**src/rtl/sparse_wdec_pkg.sv**
```systemverilog
package sparse_wdec_pkg;
  typedef enum logic [1:0] {
    ST_IDLE = 2'd0,
    ST_SIZE = 2'd1,
    ST_RUN  = 2'd2,
    ST_DONE = 2'd3
  } wdec_state_e;
endpackage

```
**src/rtl/sparse_wdec_mask.sv**
```systemverilog
module sparse_wdec_mask #(
  parameter int MASK_W = 32
) (
  input  logic              clk,
  input  logic              rst_ni,
  input  logic              flush,
  input  logic              in_valid,
  output logic              in_ready,
  input  logic [MASK_W-1:0] in_word,
  input  logic              take,
  input  logic              drop,
  output logic              bit_avail,
  output logic              bit_val
);
  localparam int PTR_W = $clog2(MASK_W);
  localparam logic [PTR_W-1:0] PTR_LAST = PTR_W'(MASK_W - 1);

  logic [MASK_W-1:0] word_q;
  logic              have_q, have_d;
  logic [PTR_W-1:0]  ptr_q, ptr_d;
  logic              load;

  assign in_ready  = !have_q && !flush;
  assign load      = in_valid && in_ready;
  assign bit_avail = have_q;
  assign bit_val   = word_q[ptr_q];

  always_comb begin
    have_d = have_q;
    ptr_d  = ptr_q;
    if (flush) begin
      have_d = 1'b0;
      ptr_d  = '0;
    end else if (load) begin
      have_d = 1'b1;
      ptr_d  = '0;
    end else if (take) begin
      if (drop || ptr_q == PTR_LAST) begin
        have_d = 1'b0;
        ptr_d  = '0;
      end else begin
        ptr_d = ptr_q + PTR_W'(1);
      end
    end
  end

  always_ff @(posedge clk or negedge rst_ni) begin
    if (!rst_ni) begin
      have_q <= 1'b0;
      ptr_q  <= '0;
    end else begin
      have_q <= have_d;
      ptr_q  <= ptr_d;
    end
  end

  always_ff @(posedge clk) begin
    if (load) word_q <= in_word;
  end

  assert_take_needs_bit_R5: assert property (@(posedge clk) disable iff (!rst_ni)
    take |-> have_q);
endmodule

```
**src/rtl/sparse_wdec_bytes.sv**
```systemverilog
module sparse_wdec_bytes #(
  parameter int DATA_W = 32
) (
  input  logic              clk,
  input  logic              rst_ni,
  input  logic              flush,
  input  logic              wide,
  input  logic              in_valid,
  output logic              in_ready,
  input  logic [DATA_W-1:0] in_word,
  input  logic              take,
  output logic              avail,
  output logic [15:0]       elem
);
  localparam int BYTES = DATA_W / 8;
  localparam int BP_W  = $clog2(BYTES);

  logic [DATA_W-1:0] word_q;
  logic              have_q, have_d;
  logic [BP_W-1:0]   ptr_q, ptr_d, ptr_hi;
  logic [BP_W:0]     ptr_sum;
  logic              load;
  logic [7:0]        lo_byte, hi_byte;

  assign in_ready = !have_q && !flush;
  assign load     = in_valid && in_ready;
  assign avail    = have_q;
  assign ptr_hi   = ptr_q + BP_W'(1);
  assign lo_byte  = word_q[{ptr_q, 3'b000} +: 8];
  assign hi_byte  = word_q[{ptr_hi, 3'b000} +: 8];
  assign elem     = wide ? {hi_byte, lo_byte} : {8'h00, lo_byte};
  assign ptr_sum  = {1'b0, ptr_q} + (wide ? (BP_W+1)'(2) : (BP_W+1)'(1));

  always_comb begin
    have_d = have_q;
    ptr_d  = ptr_q;
    if (flush) begin
      have_d = 1'b0;
      ptr_d  = '0;
    end else if (load) begin
      have_d = 1'b1;
      ptr_d  = '0;
    end else if (take) begin
      if (ptr_sum >= (BP_W+1)'(BYTES)) begin
        have_d = 1'b0;
        ptr_d  = '0;
      end else begin
        ptr_d = ptr_sum[BP_W-1:0];
      end
    end
  end

  always_ff @(posedge clk or negedge rst_ni) begin
    if (!rst_ni) begin
      have_q <= 1'b0;
      ptr_q  <= '0;
    end else begin
      have_q <= have_d;
      ptr_q  <= ptr_d;
    end
  end

  always_ff @(posedge clk) begin
    if (load) word_q <= in_word;
  end

  assert_take_needs_word_R7: assert property (@(posedge clk) disable iff (!rst_ni)
    take |-> have_q);
  assert_even_offset_R4: assert property (@(posedge clk) disable iff (!rst_ni)
    (have_q && wide) |-> !ptr_q[0]);
endmodule

```
**src/rtl/sparse_wdec_ctrl.sv**
```systemverilog
module sparse_wdec_ctrl
  import sparse_wdec_pkg::*;
#(
  parameter int SIZE_W = 32,
  parameter int ELEM_W = 16,
  parameter int GRP_W  = 16
) (
  input  logic              clk,
  input  logic              rst_ni,
  input  logic              start,
  input  logic              cfg_wide,
  input  logic              cfg_align,
  input  logic [ELEM_W-1:0] cfg_grp_elems,
  input  logic [GRP_W-1:0]  cfg_num_grps,
  input  logic              size_valid,
  output logic              size_ready,
  input  logic [SIZE_W-1:0] size_data,
  input  logic              elem_fire,
  input  logic              elem_nz,
  output logic              run,
  output logic              last_elem,
  output logic              wide,
  output logic              align,
  output logic              done,
  output logic              err
);
  wdec_state_e       state_q, state_d;
  logic [ELEM_W-1:0] elem_q, elem_d, gel_q, gel_d;
  logic [GRP_W-1:0]  grp_q, grp_d, ngr_q, ngr_d;
  logic [SIZE_W-1:0] bytes_q, bytes_d, size_q, size_d, add, bytes_sum;
  logic              err_q, err_d, wide_q, wide_d, align_q, align_d;
  logic              last_grp;

  assign run        = (state_q == ST_RUN);
  assign size_ready = (state_q == ST_SIZE) && !start;
  assign last_elem  = (elem_q == gel_q - ELEM_W'(1));
  assign last_grp   = (grp_q == ngr_q - GRP_W'(1));
  assign add        = elem_nz ? (wide_q ? SIZE_W'(2) : SIZE_W'(1)) : '0;
  assign bytes_sum  = bytes_q + add;
  assign wide       = wide_q;
  assign align      = align_q;
  assign done       = (state_q == ST_DONE);
  assign err        = err_q;

  always_comb begin
    state_d = state_q;
    elem_d  = elem_q;
    grp_d   = grp_q;
    bytes_d = bytes_q;
    size_d  = size_q;
    err_d   = err_q;
    gel_d   = gel_q;
    ngr_d   = ngr_q;
    wide_d  = wide_q;
    align_d = align_q;
    if (start) begin
      gel_d   = cfg_grp_elems;
      ngr_d   = cfg_num_grps;
      wide_d  = cfg_wide;
      align_d = cfg_align;
      err_d   = 1'b0;
      grp_d   = '0;
      elem_d  = '0;
      bytes_d = '0;
      state_d = (cfg_num_grps == '0) ? ST_DONE : ST_SIZE;
    end else begin
      case (state_q)
        ST_SIZE: begin
          if (size_valid) begin
            size_d  = size_data;
            elem_d  = '0;
            bytes_d = '0;
            state_d = ST_RUN;
          end
        end
        ST_RUN: begin
          if (elem_fire) begin
            if (last_elem) begin
              if (bytes_sum != size_q) err_d = 1'b1;
              grp_d   = grp_q + GRP_W'(1);
              state_d = last_grp ? ST_DONE : ST_SIZE;
            end else begin
              elem_d  = elem_q + ELEM_W'(1);
              bytes_d = bytes_sum;
            end
          end
        end
        default: ;
      endcase
    end
  end

  always_ff @(posedge clk or negedge rst_ni) begin
    if (!rst_ni) begin
      state_q <= ST_IDLE;
      elem_q  <= '0;
      grp_q   <= '0;
      bytes_q <= '0;
      size_q  <= '0;
      err_q   <= 1'b0;
      gel_q   <= '0;
      ngr_q   <= '0;
      wide_q  <= 1'b0;
      align_q <= 1'b0;
    end else begin
      state_q <= state_d;
      elem_q  <= elem_d;
      grp_q   <= grp_d;
      bytes_q <= bytes_d;
      size_q  <= size_d;
      err_q   <= err_d;
      gel_q   <= gel_d;
      ngr_q   <= ngr_d;
      wide_q  <= wide_d;
      align_q <= align_d;
    end
  end

  assert_elem_bound_R6: assert property (@(posedge clk) disable iff (!rst_ni)
    (state_q == ST_RUN) |-> (elem_q < gel_q));
  assert_err_at_group_end_R10: assert property (@(posedge clk) disable iff (!rst_ni)
    $rose(err_q) |-> ($past(state_q) == ST_RUN));
endmodule

```
**src/rtl/sparse_wdec.sv**
```systemverilog
module sparse_wdec #(
  parameter int MASK_W = 32,
  parameter int DATA_W = 32,
  parameter int SIZE_W = 32,
  parameter int ELEM_W = 16,
  parameter int GRP_W  = 16
) (
  input  logic              clk,
  input  logic              rst_n,
  input  logic              start,
  input  logic              cfg_wide,
  input  logic              cfg_align,
  input  logic [ELEM_W-1:0] cfg_grp_elems,
  input  logic [GRP_W-1:0]  cfg_num_grps,
  input  logic              size_valid,
  output logic              size_ready,
  input  logic [SIZE_W-1:0] size_data,
  input  logic              mask_valid,
  output logic              mask_ready,
  input  logic [MASK_W-1:0] mask_data,
  input  logic              pk_valid,
  output logic              pk_ready,
  input  logic [DATA_W-1:0] pk_data,
  output logic              out_valid,
  input  logic              out_ready,
  output logic [15:0]       out_data,
  output logic              done,
  output logic              err
);
  logic [1:0]  rst_sync_q;
  logic        rst_ni;
  logic        run, last_elem, wide, align;
  logic        bit_avail, bit_val, pk_avail, fire;
  logic [15:0] pk_elem;

  always_ff @(posedge clk or negedge rst_n) begin
    if (!rst_n) rst_sync_q <= 2'b00;
    else        rst_sync_q <= {rst_sync_q[0], 1'b1};
  end
  assign rst_ni = rst_sync_q[1];

  assign out_valid = run && bit_avail && (!bit_val || pk_avail);
  assign fire      = out_valid && out_ready;
  assign out_data  = bit_val ? pk_elem : 16'h0000;

  sparse_wdec_ctrl #(.SIZE_W(SIZE_W), .ELEM_W(ELEM_W), .GRP_W(GRP_W)) u_ctrl (
    .clk(clk), .rst_ni(rst_ni), .start(start),
    .cfg_wide(cfg_wide), .cfg_align(cfg_align),
    .cfg_grp_elems(cfg_grp_elems), .cfg_num_grps(cfg_num_grps),
    .size_valid(size_valid), .size_ready(size_ready), .size_data(size_data),
    .elem_fire(fire), .elem_nz(bit_val),
    .run(run), .last_elem(last_elem), .wide(wide), .align(align),
    .done(done), .err(err)
  );

  sparse_wdec_mask #(.MASK_W(MASK_W)) u_mask (
    .clk(clk), .rst_ni(rst_ni), .flush(start),
    .in_valid(mask_valid), .in_ready(mask_ready), .in_word(mask_data),
    .take(fire), .drop(align && last_elem),
    .bit_avail(bit_avail), .bit_val(bit_val)
  );

  sparse_wdec_bytes #(.DATA_W(DATA_W)) u_bytes (
    .clk(clk), .rst_ni(rst_ni), .flush(start), .wide(wide),
    .in_valid(pk_valid), .in_ready(pk_ready), .in_word(pk_data),
    .take(fire && bit_val), .avail(pk_avail), .elem(pk_elem)
  );

  assert_hold_R12: assert property (@(posedge clk) disable iff (!rst_ni)
    (out_valid && !out_ready && !start) |=> (out_valid && $stable(out_data)));
  assert_narrow_zext_R2: assert property (@(posedge clk) disable iff (!rst_ni)
    (out_valid && !wide) |-> (out_data[15:8] == 8'h00));
  assert_done_quiet_R11: assert property (@(posedge clk) disable iff (!rst_ni)
    done |-> !out_valid);
endmodule

```
**config.mk**
```make
export PLATFORM = sky130hd
export DESIGN_NAME = sparse_wdec
export DESIGN_NICKNAME = d
export VERILOG_FILES = /design/src/rtl/sparse_wdec_pkg.sv /design/src/rtl/sparse_wdec_mask.sv /design/src/rtl/sparse_wdec_bytes.sv /design/src/rtl/sparse_wdec_ctrl.sv /design/src/rtl/sparse_wdec.sv
export SDC_FILE = /design/constraint.sdc
export NUM_CORES = 1
export LEC_CHECK = 0
export CAP_MARGIN = 20
export CORE_ASPECT_RATIO = 0.7
export CORE_MARGIN = 2
export CORE_UTILIZATION = 55
export DETAILED_ROUTE_END_ITERATION = 8
export HOLD_SLACK_MARGIN = 0.1
export PLACE_DENSITY = 0.8
export SETUP_SLACK_MARGIN = 0.2
export SYNTH_ARGS = -nofsm -noshare
export SYNTH_HDL_FRONTEND = slang
export SYNTH_SLANG_ARGS = --single-unit
```
**constraint.sdc**
```tcl
create_clock -name clk -period 7.75 [get_ports clk]
set_input_delay 1.9375 -clock clk [delete_from_list [all_inputs] [get_ports clk]]
set_output_delay 1.9375 -clock clk [all_outputs]
set_load 0.005 [all_outputs]
```
Word-level counts from Yosys, hierarchy flattened. Cells that the tools add are included.

Add/sub/neg operators: 8. Multipliers: 0. Div/mod/pow operators: 0. $lt $le $gt $ge: 2. Equal/unequal tests: 11. Shifts and indexed selects: 2. Muxes and demuxes: 49. Bitwise gates (word level): 1. Reduce and logical (&&, ||, !) cells: 33.

Operators with widths (count): $mux 16 (10); $mux 32 (5); $pmux 32 s2 (1); $shiftx 32x6->8 (2); $add 16x1->16 const B (2); $add 32x32->32 (1); $eq 16x16->1 (2); $ne 32x32->1 (1); $pmux 16 s2 (1); $sub 16x1->16 const B (2); $mux 2 (12); $mux 5 (4); $logic_not 16->1 (1); $reduce_bool 3->1 (5); $mux 1 (14); $reduce_and 4->1 (3); $logic_and 1x1->1 (10); $reduce_bool 2->1 (4); $lt 5x6->1 const B (1); $ne 3x2->1 const B (2); $ne 3x3->1 const B (2); $reduce_and 3->1 (2); $add 5x1->5 const B (1); $bmux 1 s5 (1); 11 further kinds (17).

Register bits: 208. Latch bits: 0. RAM bits: 0. ROM bits: 0. Bits of input ports: 137. Logic and storage cells: 123. Memories kept: 0.

Longest topological paths before layout. Gate-level depths: netlist (run 1).

Word-level depth: 10. Mapped depth: 20. Gate-level depth less buffers: 15.

By module. Synthesis (run 1) repeated with hierarchy kept, for this count alone.

Cell total of the unflattened synthesis: 1087. Area, all modules: 11549.8 um^2.

By module, submodules not included: sparse_wdec_ctrl (instances 1, cells each 856, area each 8142.8 um^2); sparse_wdec_bytes (instances 1, cells each 99, area each 1590.3 um^2); sparse_wdec_mask (instances 1, cells each 104, area each 1587.8 um^2); sparse_wdec (instances 1, cells each 28, area each 229.0 um^2).

Worst setup path before layout (run 1). Ideal clock, no wire load.

Path type: register -> register. From: register u_mask.ptr_q[0]. To: register u_ctrl.err_q (netlist: u_ctrl.err). Setup time: 0.143 ns. Arrival time: 4.367 ns. Path slack: 3.241 ns. Stages on the path, launching flop included: 21. Path buffers: 5. Period minus slack after synthesis: 4.509 ns. Path through: dfrtp_1 > buf_2 > buf_2 > mux2i_1 > a311o_1 > o32ai_1 > o21ai_2 > clkbuf_1 > nor2_1 > ha_1 > fa_1 > clkbuf_1 > nand4_1 > or4_1 > clkbuf_1 > xnor2_1 > nor3_1 > o2111ai_1 > a2111oi_0 > o2111a_1 > a221oi_1.

Longest elaborated chain between the ends: 8. Elaborated cells between the ends (all ways): 12. Those cells by class: 1 x add/sub; 1 x eq/ne; 3 x mux; 7 x reduce/logical.

RTL lines: start: declaration (line sparse_wdec_mask.sv:20) `logic [PTR_W-1:0] ptr_q, ptr_d;`; start signal: assignment (line sparse_wdec_mask.sv:53) `ptr_q <= ptr_d;`; $bmux 1 s5 * (line sparse_wdec_mask.sv:26) `assign bit_val = word_q[ptr_q];`; $mux 1 (implied by the code) * (line sparse_wdec_mask.sv:26); parallel branches: the longest is 5 deep, another holds $add 32x32->32; $reduce_and 4->1 (no line) *; end signal: assignment (line sparse_wdec_ctrl.sv:111) `err_q <= err_d;`; end: declaration (line sparse_wdec_ctrl.sv:31) `logic err_q, err_d, wide_q, wide_d, align_q, align_d;`.

Mark *: on every way between the ends. The select of a mux whose other input is x is not followed. A chain may end at the register's enable or synchronous reset.

Worst setup path after layout (run 1).
From: register u_mask.ptr_q[0]. To: output port out_data[8].

Longest elaborated chain between the ends: 3.

RTL lines: $bmux 1 s5 (line sparse_wdec_mask.sv:26); $mux 1 (implied by the code) (line sparse_wdec_mask.sv:26); $mux 16 (line sparse_wdec.sv:44) `assign out_data = bit_val ? pk_elem : 16'h0000;`; end: declaration (line sparse_wdec.sv:26) `output logic [15:0] out_data,`.

No other way between the ends. The select of a mux whose other input is x is not followed.

==> results of run 1 <==
-- worst min path at each step --
stage | endpoint | slack (ns) | cells past startpoint
after floorplan | rst_sync_q[1] | 0.33 | 0
after global placement | u_ctrl.size_q[8] | 0.31 | 0
after detailed placement | u_ctrl.size_q[5] | 0.32 | 0
after CTS | u_ctrl.size_q[8] | 0.32 | 0
after global routing | u_ctrl.size_q[8] | 0.35 | 0
final | u_ctrl.size_q[9] | 0.30 | 0
-- placed cells by master (no fill, tap or decap), drive strengths merged, types with 24 or more instances in the layout --
cell,n
nand3,30
nand2,63
a21oi,46
edfxtp,64
clkdlybuf4s50,157
nor2b,27
mux2,61
clkbuf,32
xnor2,58
o21ai,68
xor2,41
nor4,33
nand4,27
inv,27
nor3,24
dfrtp,144
nor2,72
-- synth_stat cells, drive strengths merged, types with 12 or more instances --
library cell / number / area share, %
nand4: 27 / 1.6
nand2: 63 / 2.1
xnor2: 58 / 4.4
buf: 20 / 0.92
o31ai: 12 / 0.78
mux2: 61 / 6.0
o21ai: 68 / 3.0
dfrtp: 144 / 31
nor3: 24 / 1.2
or3: 13 / 0.71
a31oi: 22 / 1.2
nor4: 33 / 2.5
nor2b: 27 / 1.5
nand3: 30 / 1.3
inv: 27 / 0.88
mux4: 22 / 4.3
xor2: 41 / 3.1
and2: 12 / 0.65
nor2: 72 / 2.3
edfxtp: 64 / 17
a21oi: 46 / 2.0
clkbuf: 41 / 1.3
-- power groups by stage --
stage | Sequential, W | Combinational, W | Clock, W
after floorplan | 0.00132 | 0.000279 | 0
final | 0.00133 | 0.000432 | 0.00108
after global routing | 0.00134 | 0.000471 | 0.00115
after detailed placement | 0.00135 | 0.000429 | 0
after CTS | 0.00133 | 0.000433 | 0.00110
after global placement | 0.00134 | 0.000415 | 0
-- layer usage --
layer	share of wire, %	up-vias	routed length, µm
li1	-	4204	-
met1	46	4455	13000
met2	44	389	12400
met3	8.8	40	2500
met4	1.9	0	534
met5	0	-	0
-- area by class of cell --
cell class                      instances  area [µm²]
Clock buffer                           32         649
Clock inverter                          8        92.6
Fill cell                            1539        6630
Inverter                               27         101
Multi-Input combinational cell        767        5620
Sequential cell                       208        5530
Tap cell                              276         345
Timing Repair Buffer                  168        1670
-- worst max-delay path: stages, from the launching register on --
cell and delay [ns]:
dfrtp_1 0.79, mux4_2 0.58, mux2i_1 0.23, o32ai_1 0.15, o21ai_2 0.62, nand2b_1 0.56
nor2b_1 0.11, clkdlybuf4s50_1 0.49
-- kinds of logic (layout without fill, tap and decap cells) --
logic type / Yosys count / in the layout / synth area share [%]
simple gates: 360 / 360 / 17.7
compound gates: 201 / 201 / 11.0
flops: 208 / 208 / 48.0
buf+inv: 88 / 235 / 3.15
mux: 94 / 94 / 11.2
xor+xnor: 99 / 99 / 7.53
other cells: 1 / 1 / 0.0326
fa+ha+maj: 12 / 12 / 1.41
-- through the flow --
step	hold WS, ns	area (µm²)
after floorplan	0.331	11500
after global placement	0.315	13200
after detailed placement	0.318	13200
after CTS	0.320	14000
after global routing	0.352	14000
final	0.299	14000
-- sequential cells by signal, summed over array words and instances (netlist names) --
register and count:
u_bytes.word_q 32, u_ctrl.bytes_q 32, u_ctrl.size_q 32, u_mask.word_q 32, u_ctrl.elem_q 16, u_ctrl.gel_q 16, u_ctrl.grp_q 16, u_ctrl.ngr_q 16
u_mask.ptr_q 5, rst_sync_q 2, u_bytes.ptr_q 2, u_ctrl.state_q 2, u_bytes.avail 1, u_ctrl.align 1, u_ctrl.err 1, u_ctrl.wide 1
u_mask.bit_avail 1
==> flow_summary_export.csv, run 1 <==
group,metric,value,unit
run_status,run_status,"finished, final reports clean",
timing,period_share,77.3,%
global_route,grt_use_total,25.8,%
global_route,grt_pass1_vias,8472,
synth,synth_area,11500,µm²
timing,setup_viol,0,
run,cap_violations,0,
clocking,clk_path_buf_depth,3,
timing,slew_violations,0,
pwr,clkPwrFrac,38.1,%
critical_path,cp.required,5.81,ns
route,firstDrtPassIters,5,
floorplanning,die_w,177,µm
synth,synth.avg_cell_area,10.8,µm²
global_route,busiest_layer,"met1",
route,drtAntennaViolNets,0,
critical_path,arrival,4.05,ns
critical_path,reg2reg_from,"u_mask.ptr_q[0]",
pwr,ir_drop,149,µV
floorplanning,design.die.area,22100,µm²
critical_path,crit_path_end_kind,"output port",
clocking,cts_root_buf,"clkbuf_16",
critical_path,critPathMaxFanout,16,
synth,synth_cells,1063,
global_route,grt_overflow,0,
synth,synthArstFlopShare,69.2,%
synth,synth_cell_types,80,
route,vias,9088,
timing,slew_headroom,34.8,%
timing,clock.fmax,167,MHz
pwr,p_per_area,203,nW/µm²
route,viasPerCell,6.12,
pwr,swShare,25.4,%
clocking,clk_latency,0.51,ns
hold_path,min_path_type,"register to async pin",
cells_and_area,syn_to_final_growth,21.7,%
clocking,clkTransAtPathRegs,0.06,ns
clocking,cts_resized,0,
timing,rsz0062_at_grt,"false",
critical_path,crit_start,"u_mask.ptr_q[0]",
timing,tightest_slew,0.975,ns
cells_and_area,utilization,67.9,%
place,place.gp.congestion,0.920,
synth,synthesis.nets,1211,
timing,period_minus_slack,5.99,ns
clocking,cts_sinks,208,
floorplanning,io_pins,159,
critical_path,setup.worst_path.end,"out_data[8]",
clocking,cts_max_level,1,
route,drt-initial-drc-count,932,
route,drt-wirelength-per-cell,19.1,µm
route,drc,0,
pwr,p_int,0.00212,W
place,dp_hpwl,20200,µm
synth,yosysWarnings,0,
pwr,p_comb_share,15.2,%
cells_and_area,drive_above_1_share,13.0,%
synth,synth_ff_type,"dfrtp_1",
timing,fin_worst_skew,0.0136,ns
global_route,grt_use_met2,37.6,%
place,port-buffer-count,158,
critical_path,timing.rr.end,"u_ctrl.err",
timing,tns,0,ns
timing,hold_viol_final,0,
floorplanning,start_util,55.8,%
route,wirelength,28400,µm
global_route,grt_max_degree,72,
critical_path,critPathKind,"register to output port",
pwr,pwr-share-seq,46.7,%
cells_and_area,fin_nets,1342,
place,dp_cells,1445,
floorplanning,fp.dieH,125,µm
critical_path,rrSetupSlack,1.84,ns
global_route,grtUsageMet3,6.27,%
floorplanning,core_area,20600,µm²
cells_and_area,antenna_cells,0,
pwr,switchingPower,0.000722,W
synth,synth_edf_count,64,
clocking,cts_setup_buffers,0,
place,post-place-ws,1.90,ns
synth,ys_seq_elements,208,
critical_path,cp-start-kind,"register",
clocking,cts_buffers,22,
timing,fin_ws,1.76,ns
synth,ys_seq_area_share,48.0,%
global_route,antenna_found_initial,0,
clocking,holdBufCountCts,0,
pwr,total_power,0.00284,W
cells_and_area,final_cells,1486,
critical_path,r2r_cells,15,
floorplanning,row_count,44,
pwr,leakagePower,5.25,nW
clocking,cts_tree,"built",
global_route,grt_use_met1,39.5,%
global_route,grt_pass1_wl,45600,µm
(Power assumes the default switching activity.)
==> inputs of run 2 (changes only) <==
==> constraint.sdc (replaced) <==
create_clock -name clk -period 6.1 [get_ports clk]
set_input_delay 1.525 -clock clk [delete_from_list [all_inputs] [get_ports clk]]
set_output_delay 1.525 -clock clk [all_outputs]
set_load 0.005 [all_outputs]
==> run 2 against run 1 <==
Compared with the run above: via count shrank 0.76%; highest routed layer unchanged; count of clock-buffer cells in the layout shrank 4; global-route usage shrank 0.45 points; largest cell class unchanged; flip-flop and latch count is the same.
==> flow_summary_export.csv, run 2 (synthesized netlist as in run 1, its figures left out) <==
group,metric,value,unit
run_status,run_status,"finished, final reports clean",
floorplanning,core_area,20600,µm²
timing,tightest_slew,0.956,ns
route,drc,0,
critical_path,reg2reg_from,"u_mask.ptr_q[0]",
timing,fin_worst_skew,0.0115,ns
critical_path,critPathMaxFanout,16,
global_route,busiest_layer,"met1",
timing,slew_violations,0,
floorplanning,start_util,55.8,%
timing,setup_viol,0,
clocking,cts_buffers,22,
clocking,holdBufCountCts,0,
critical_path,crit_path_end_kind,"register",
timing,period_share,89.7,%
critical_path,timing.rr.end,"u_ctrl.err",
critical_path,arrival,5.85,ns
global_route,grt_use_total,25.3,%
cells_and_area,syn_to_final_growth,21.4,%
critical_path,critPathKind,"register to register",
critical_path,cp.required,6.48,ns
cells_and_area,antenna_cells,0,
critical_path,r2r_cells,16,
critical_path,rrSetupSlack,0.63,ns
route,vias,9019,
global_route,grt_use_met2,36.9,%
global_route,grt_pass1_wl,44700,µm
timing,hold_ws,0.339,ns
route,drtAntennaViolNets,0,
cells_and_area,final_area,14000,µm²
critical_path,setup.worst_path.end,"u_ctrl.err",
clocking,cts_setup_buffers,0,
clocking,cts_sinks,208,
place,placed_area,13300,µm²
place,dp_hpwl,20300,µm
global_route,grt_overflow,0,
floorplanning,row_count,44,
timing,slew_headroom,36.1,%
critical_path,cp-start-kind,"register",
place,port-buffer-count,158,
clocking,cts_root_buf,"clkbuf_16",
timing,period_minus_slack,5.47,ns
pwr,p_per_area,256,nW/µm²
pwr,leakagePower,5.23,nW
floorplanning,design.die.area,22100,µm²
route,drt-wirelength-per-cell,18.8,µm
global_route,grt_pass1_vias,8484,
place,place.gp.congestion,0.944,
global_route,grt_use_met1,37.8,%
cells_and_area,fin_nets,1344,
clocking,clk_latency,0.52,ns
route,wirelength,28000,µm
timing,rsz0062_at_grt,"false",
hold_path,min_path_type,"register to async pin",
critical_path,crit_start,"u_mask.ptr_q[0]",
clocking,cts_max_level,1,
run,cap_violations,0,
timing,tns,0,ns
floorplanning,io_pins,159,
clocking,clk_path_buf_depth,3,
clocking,clkTransAtPathRegs,0.06,ns
global_route,grt_max_degree,63,
cells_and_area,final_common_cell,"clkdlybuf4s50_1",
timing,clock.fmax,183,MHz
route,viasPerCell,6.06,
pwr,ir_drop,247,µV
route,firstDrtPassIters,5,
route,drt-initial-drc-count,828,
cells_and_area,drive_above_1_share,12.7,%
clocking,cts_resized,0,
global_route,antenna_found_initial,0,
global_route,grtUsageMet3,7.48,%
cells_and_area,most-common-layout-cells,"157 x clkdlybuf4s50_1, 143 x dfrtp_1, 72 x nor2_1, 64 x o21ai_0, 64 x edfxtp_1",
floorplanning,die_w,177,µm
floorplanning,fp.dieH,125,µm
timing,hold_viol_final,0,
clocking,cts_tree,"built",
==> run 2: changes by cell type in the layout (fill, tap and decap cells not counted), sizes merged <==
cell and change:
clkinvlp +1, buf +2, clkinv +2, inv +1, clkbuf -4
==> run 2: stage by stage <==
stage,util [%],worst slack (ns),instances,power [W]
floorplan,-,1.59,1063,0.00203
global placement,64.3,0.934,1448,0.00223
detailed placement,64.3,0.667,1448,0.00225
CTS,67.7,0.650,1488,0.00359
global route,67.7,0.256,1488,0.00372
finish,67.7,0.625,1488,0.00357
==> run 2: worst max-delay path, cell delays in order, from the launching register on <==
cell and delay (ns):
dfrtp_1 0.79, mux2i_1 0.18, a311o_1 0.40, o32ai_1 0.28, o21ai_2 0.10, buf_4 0.20
nand2b_1 0.33, inv_1 0.19, fa_1 0.38, nand4_1 0.29, or4_1 0.71, xnor2_1 0.21
nor3_1 0.20, o2111ai_1 0.13, a2111oi_0 0.60, o2111a_1 0.28, a221oi_1 0.07
==> run 2: final cells by class <==
type | instances | area, µm²
Clock buffer | 28 | 594
Clock inverter | 12 | 115
Fill cell | 1565 | 6670
Inverter | 27 | 101
Multi-Input combinational cell | 767 | 5620
Sequential cell | 208 | 5530
Tap cell | 276 | 345
Timing Repair Buffer | 170 | 1670
==> run 2: where the power goes <==
group          internal, W  switching (W)  total (W)
registers          0.00156       0.000127    0.00169
clock network     0.000776       0.000564    0.00134
logic             0.000310       0.000235   0.000545
total              0.00265       0.000926    0.00357
==> run 2: worst min-delay path by stage <==
stage                        startpoint                 end  cells past startpoint
after detailed placement  rst_sync_q[0]       rst_sync_q[1]                      0
final                     rst_sync_q[1]  u_ctrl.bytes_q[10]                      0
after global placement    rst_sync_q[0]       rst_sync_q[1]                      0
after floorplan           rst_sync_q[0]       rst_sync_q[1]                      0
after CTS                 rst_sync_q[0]       rst_sync_q[1]                      0
after global routing      rst_sync_q[0]       rst_sync_q[1]                      0
==> run 2: routing by layer <==
layer | vias to the layer above | routed length, µm
met3 | 49 | 2600
met5 | - | 0
met4 | 0 | 566
li1 | 4231 | -
met1 | 4379 | 12900
met2 | 360 | 12000
